<file path="src/rtl/hfu_pkg.sv">
package hfu_pkg;

  // Operand multiplexer select encoding
  typedef enum logic [1:0] {
    FWD_RF  = 2'b00,
    FWD_WB  = 2'b01,
    FWD_MEM = 2'b10
  } fwd_sel_e;

  localparam int unsigned SEL_W = 2;

endpackage

</file>
<file path="src/rtl/hfu_wr_match.sv">
// Qualified producer/consumer comparison for one pair of specifiers.
module hfu_wr_match #(
  parameter int unsigned REG_W = 5
) (
  input  logic [REG_W-1:0] src,
  input  logic             vld,
  input  logic             wen,
  input  logic [REG_W-1:0] rd,
  output logic             hit
);

  logic rd_nonzero;

  always_comb begin
    rd_nonzero = |rd;
    hit        = vld && wen && rd_nonzero && (rd == src);
  end

endmodule

</file>
<file path="src/rtl/hfu_operand_ctl.sv">
// Select generation for one execute operand, newest producer first.
module hfu_operand_ctl
  import hfu_pkg::*;
#(
  parameter int unsigned REG_W = 5
) (
  input  logic [REG_W-1:0] src,
  input  logic             mem_valid,
  input  logic             mem_wen,
  input  logic [REG_W-1:0] mem_rd,
  input  logic             wb_valid,
  input  logic             wb_wen,
  input  logic [REG_W-1:0] wb_rd,
  output fwd_sel_e         sel
);

  logic hit_mem;
  logic hit_wb;

  hfu_wr_match #(.REG_W(REG_W)) u_mem_cmp (
    .src (src),
    .vld (mem_valid),
    .wen (mem_wen),
    .rd  (mem_rd),
    .hit (hit_mem)
  );

  hfu_wr_match #(.REG_W(REG_W)) u_wb_cmp (
    .src (src),
    .vld (wb_valid),
    .wen (wb_wen),
    .rd  (wb_rd),
    .hit (hit_wb)
  );

  always_comb begin
    if (hit_mem)     sel = FWD_MEM;
    else if (hit_wb) sel = FWD_WB;
    else             sel = FWD_RF;
  end

endmodule

</file>
<file path="src/rtl/hfu_load_interlock.sv">
// Load-use detection between the execute-stage load and the decode sources.
module hfu_load_interlock #(
  parameter int unsigned REG_W   = 5,
  parameter int unsigned NUM_SRC = 2
) (
  input  logic [NUM_SRC*REG_W-1:0] dec_srcs,
  input  logic                     ex_valid,
  input  logic                     ex_wen,
  input  logic                     ex_is_load,
  input  logic [REG_W-1:0]         ex_rd,
  output logic                     stall
);

  logic             load_vld;
  logic [NUM_SRC-1:0] src_hit;

  always_comb load_vld = ex_valid && ex_is_load;

  for (genvar i = 0; i < NUM_SRC; i++) begin : g_src
    hfu_wr_match #(.REG_W(REG_W)) u_cmp (
      .src (dec_srcs[i*REG_W +: REG_W]),
      .vld (load_vld),
      .wen (ex_wen),
      .rd  (ex_rd),
      .hit (src_hit[i])
    );
  end

  always_comb stall = |src_hit;

endmodule

</file>
<file path="src/rtl/hazard_fwd_unit.sv">
module hazard_fwd_unit
  import hfu_pkg::*;
#(
  parameter int unsigned REG_W = 5
) (
  input  logic [REG_W-1:0] dec_rs_a,
  input  logic [REG_W-1:0] dec_rs_b,
  input  logic [REG_W-1:0] ex_rs_a,
  input  logic [REG_W-1:0] ex_rs_b,
  input  logic             ex_valid,
  input  logic             ex_wen,
  input  logic             ex_is_load,
  input  logic [REG_W-1:0] ex_rd,
  input  logic             mem_valid,
  input  logic             mem_wen,
  input  logic [REG_W-1:0] mem_rd,
  input  logic             wb_valid,
  input  logic             wb_wen,
  input  logic [REG_W-1:0] wb_rd,
  output logic [1:0]       fwd_sel_a,
  output logic [1:0]       fwd_sel_b,
  output logic             fetch_en,
  output logic             decode_en,
  output logic             ex_bubble
);

  localparam int unsigned NUM_SRC = 2;

  logic [NUM_SRC*REG_W-1:0] ex_srcs;
  logic [NUM_SRC*REG_W-1:0] dec_srcs;
  fwd_sel_e                 op_sel [NUM_SRC];
  logic                     load_use;

  always_comb begin
    ex_srcs  = {ex_rs_b, ex_rs_a};
    dec_srcs = {dec_rs_b, dec_rs_a};
  end

  for (genvar i = 0; i < NUM_SRC; i++) begin : g_op
    hfu_operand_ctl #(.REG_W(REG_W)) u_op_ctl (
      .src       (ex_srcs[i*REG_W +: REG_W]),
      .mem_valid (mem_valid),
      .mem_wen   (mem_wen),
      .mem_rd    (mem_rd),
      .wb_valid  (wb_valid),
      .wb_wen    (wb_wen),
      .wb_rd     (wb_rd),
      .sel       (op_sel[i])
    );
  end

  hfu_load_interlock #(.REG_W(REG_W), .NUM_SRC(NUM_SRC)) u_interlock (
    .dec_srcs   (dec_srcs),
    .ex_valid   (ex_valid),
    .ex_wen     (ex_wen),
    .ex_is_load (ex_is_load),
    .ex_rd      (ex_rd),
    .stall      (load_use)
  );

  always_comb begin
    fwd_sel_a = op_sel[0];
    fwd_sel_b = op_sel[1];
    fetch_en  = !load_use;
    decode_en = !load_use;
    ex_bubble = load_use;
  end

endmodule

</file>
<file path="config.mk">
export PLATFORM = sky130hd
export DESIGN_NAME = hazard_fwd_unit
export DESIGN_NICKNAME = d
export VERILOG_FILES = /design/src/rtl/hfu_pkg.sv /design/src/rtl/hfu_wr_match.sv /design/src/rtl/hfu_operand_ctl.sv /design/src/rtl/hfu_load_interlock.sv /design/src/rtl/hazard_fwd_unit.sv
export SDC_FILE = /design/constraint.sdc
export NUM_CORES = 1
export LEC_CHECK = 0
export ABC_CLOCK_PERIOD_IN_PS = 2850
export BUFFER_PORTS_ARGS = -buffer_cell sky130_fd_sc_hd__buf_2
export CAP_MARGIN = 20
export CORE_AREA = 2 2 39 41
export DETAILED_ROUTE_END_ITERATION = 8
export DIE_AREA = 0 0 41 43
export PLACE_DENSITY = 0.78
export SLEW_MARGIN = 20
export SYNTH_ARGS = -nofsm -noshare
export SYNTH_HDL_FRONTEND = slang
export SYNTH_SLANG_ARGS = --single-unit
</file>
<file path="constraint.sdc">
create_clock -name vclk -period 2.85
set_input_delay 0.285 -clock vclk [all_inputs]
set_output_delay 0.285 -clock vclk [all_outputs]
set_load 0.01 [all_outputs]
</file>
* After elaboration in Yosys (flattened, before gate mapping)
Index checks and enable logic that the tools add are counted.
** Word-level totals
- Word-level logic and storage cells :: 28
- Register bits :: 0
- Output and inout bits :: 7
** Operators by class
- Equal/unequal tests :: 6
- Mux-type cells :: 4
- Reduce and logical (&&, ||, !) cells :: 18
** Operator list (count)
- $eq A5 B5 Y1 :: 6
- $reduce_or A5 Y1 :: 3
- $logic_and A1 B1 Y1 :: 13
- $mux W2 :: 2
- $mux W1 :: 2
- $reduce_or A2 Y1 :: 1
- $logic_not A1 Y1 :: 1

* Logic depth before layout (Yosys ltp)
- Depth after elaboration :: 6
- Gate-level depth with buffers :: 5
- Gate-level depth less buffers :: 4

* By module
Synthesis repeated with hierarchy kept, for this count alone.
** Unflattened totals
- Cell total of the unflattened synthesis :: 68
- Area, all modules :: 524.3 µm²
** By module, submodules not included
- hfu_wr_match :: times used 6, sequential area each 0.0 µm², area an instance 76.3 µm², cells an instance 10
- hfu_operand_ctl :: times used 2, sequential area each 0.0 µm², area an instance 21.3 µm², cells an instance 2
- hfu_load_interlock :: times used 1, sequential area each 0.0 µm², area an instance 12.5 µm², cells an instance 2
- hazard_fwd_unit :: times used 1, sequential area each 0.0 µm², area an instance 11.3 µm², cells an instance 2

* Worst setup path after synthesis
OpenSTA, ideal clock, no wires.
- Path kind :: input-to-output
- Start :: input port mem_rd[4]
- End :: output port fwd_sel_a[0]
- Path buffers :: 0
- Arrival :: 1.425 ns
- Cell stages on the path :: 4
- Required time :: 2.565 ns
- Setup slack :: 1.140 ns
- Path through :: or4_1 > o211ai_2 > nor4_1 > nor4_2
** Between the ends
- Longest elaborated chain between the ends :: 4
** Ends and longest elaborated chain
- from (decl) :: line hazard_fwd_unit.sv:16 : input logic [REG_W-1:0] mem_rd,
- $reduce_or A5 Y1 :: line hfu_wr_match.sv:15 : rd_nonzero = |rd;
- $logic_and A1 B1 Y1 :: line hfu_wr_match.sv:16 : hit = vld && wen && rd_nonzero && (rd == src);
- $logic_and A1 B1 Y1 * :: line hfu_wr_match.sv:16
- via g_op[0].u_op_ctl.hit_mem :: line hfu_operand_ctl.sv:17 : logic hit_mem;
- $mux W2 * :: line hfu_operand_ctl.sv:37 : if (hit_mem) sel = FWD_MEM;
- to (decl) :: line hazard_fwd_unit.sv:20 : output logic [1:0] fwd_sel_a,
Mark *: on every way through the listed nets, which the timed path passes. The rest lies on a longest branch.

* Worst setup path in the final report
- Start :: input port mem_rd[4]
- End :: output port fwd_sel_b[0]
** Between the ends
- Longest elaborated chain between the ends :: 4
** Ends and longest elaborated chain
- $reduce_or A5 Y1 :: line hfu_wr_match.sv:15
- $logic_and A1 B1 Y1 :: line hfu_wr_match.sv:16
- $logic_and A1 B1 Y1 * :: line hfu_wr_match.sv:16
- $mux W2 * :: line hfu_operand_ctl.sv:37
- to (decl) :: line hazard_fwd_unit.sv:21 : output logic [1:0] fwd_sel_b,
Mark *: on every way between the ends. The rest lies on a longest branch, timed or not.

==> impl_metrics.toml <==
[pwr]
total_power_mw = 0.0895
ir_drop_v = 0.0000558
leakagePower_nw = 0.324
power_density_nw_per_um2 = 131

[worst_setup_path]
cp_slowest_cell = "or4_1"
path_cells = "buf_2, or4_1, o211ai_2, nor4_1, nor4_2, buf_2"
crit_required_ns = 2.57
critPathKind = "primary input to output port"
cp_common_cell = "buf_2"
worstPathMaxFanout = 3
cp-end-kind = "output port"
critPathMaxStageDelay_ns = 0.53
cp_num_cells = 6
worstPathArrival_ns = 1.62
critPathLaunchType = "primary input"
critical_path.top_delay_family = "simple AND/OR/NAND/NOR gates"
crit_buf_inv = 2

[drt]
drtIter0Drc = 1
drc = 0
dr.pass1.iters = 4
wl_um = 1310
antenna_left = 0
avgViaCountPerCell = 4.78
avgRoutedWirePerCell_um = 11.1
vias = 564

[sta]
setup_violations = 0
period_needed_ns = 1.90
worst_slew_pin_slew_ns = 0.447
rsz0062_at_grt = "false"
fmax_mhz = 525
setup_tns_ns = 0
hold_violations = 0
relSlewSlack_pct = 69.9
min_period_over_period_pct = 66.8
maxSlewViolCount = 0

[yosys]
yosysMostFrequentCell = "xor2_1"
muxShareOfSynthArea_pct = 0
synth_top_family_by_area = "XOR/XNOR gates"
synth_fp_nets = 98
ys_warn_count = 0
ys_seq_area_share_pct = 0
synth_compound_area_share_pct = 10.8
yosys.area_share.simple_pct = 24.2
avgSynthCellArea_um2 = 7.84
synthAdderAreaFrac_pct = 0
synth_largest_area_cell = "xor2_1"
synth_common_cells = "xor2_1 (18), xnor2_1 (12), nand3_1 (5), nor3_1 (5), buf_4 (3)"
synth_area_leaders = "xor2_1 (36%), xnor2_1 (24%), nand3_1 (5.7%)"
syn-instance-count = 56
synth_top_area_share_pct = 35.9
synthesis.area_um2 = 439
synth_cell_type_count = 14
synth-xor-area-share_pct = 59.8

[layout]
seq_cells = 0
fin_util_pct = 49.3
fin_nets = 146
n_clock_buffer = 0
seqCellArea_um2 = 0
area_growth_pct = 55.3
antenna_cells = 0
layout-drive-gt1-share_pct = 51.0
instances_no_fill = 118

[global_routing]
antenna_found_initial = 0
grt_pass1_wl_um = 2210
grt_use_met3_pct = 0.524
grt_pass1_vias = 534
grt_use_met1_pct = 24.1
grt_start_max_net_pins = 5
busiest_layer = "met2"
track_usage_pct = 16.9
grt_use_met2_pct = 27.8
grt_overflow = 0

[placed_design]
dp_cells = 118
port_buffers = 49
place.gp.congestion = 0.839
dpl.hpwl_um = 1250

[worst_hold_path]
whs_path_depth = 4
hold_path.class = "primary input to output port"

[flow_run]
max-cap-violations = 0

[clock_network]
cts_resized = 0
hold_buffers = 0
postCtsSetupRepairBufs = 0

[die]
core_area_um2 = 1380
fp-row-count = 14
die_h_um = 43
die_w_um = 41
initial_core_util_pct = 31.7
ios = 49
die_area_um2 = 1760

[run_status]
outcome = "finished clean"
cell type report:
type                            instances  area, µm²
Multi-Input combinational cell         53        417
Fill cell                             156        702
Tap cell                               16       20.0
Timing Repair Buffer                   49        245
cells by family (layout without fill, tap and decap cells):
group	count (synthesis)	count (layout)
xor gates and xnor gates	30	30
and+or+nand+nor	17	17
AOI/OAI and AO/OA	6	6
buffers and inverters	3	49
placed cells by master (no fill, tap or decap), drive strengths merged:
cell / count
buf: 49
xor2: 18
xnor2: 12
nand3: 5
nor3: 5
nor4: 4
or4: 2
o2111ai: 2
o211ai: 1
nor2: 1
a21oi: 1
o21a: 1
o21ai: 1
metrics by stage:
step	setup slack (ns)	instance area, µm²	hold slack [ns]
after floorplan	1.14	439	0.693
after global placement	0.921	682	0.934
after detailed placement	0.934	682	0.937
after CTS	0.934	682	0.939
after global routing	0.847	682	0.964
final	0.947	682	0.932
power by group:
part | internal, mW | leakage, nW | switching [mW]
combinational | 0.0474 | 0.324 | 0.0421
clock | 0 | 0 | 0
sequential | 0 | 0 | 0
total | 0.0474 | 0.324 | 0.0421
worst paths after layout:
kind | from | to | slack (ns)
worst max-delay path | mem_rd[4] | fwd_sel_b[0] | 0.95
worst min-delay path | wb_wen | fwd_sel_b[0] | 0.93
per-layer routing:
| layer | vias up | wire length (µm) |
|---|---|---|
| met5 | - | 0 |
| met4 | 0 | 19 |
| met3 | 2 | 33 |
| met2 | 10 | 692 |
| met1 | 258 | 560 |
| li1 | 294 | - |
Power figures use the tool's default switching activity.
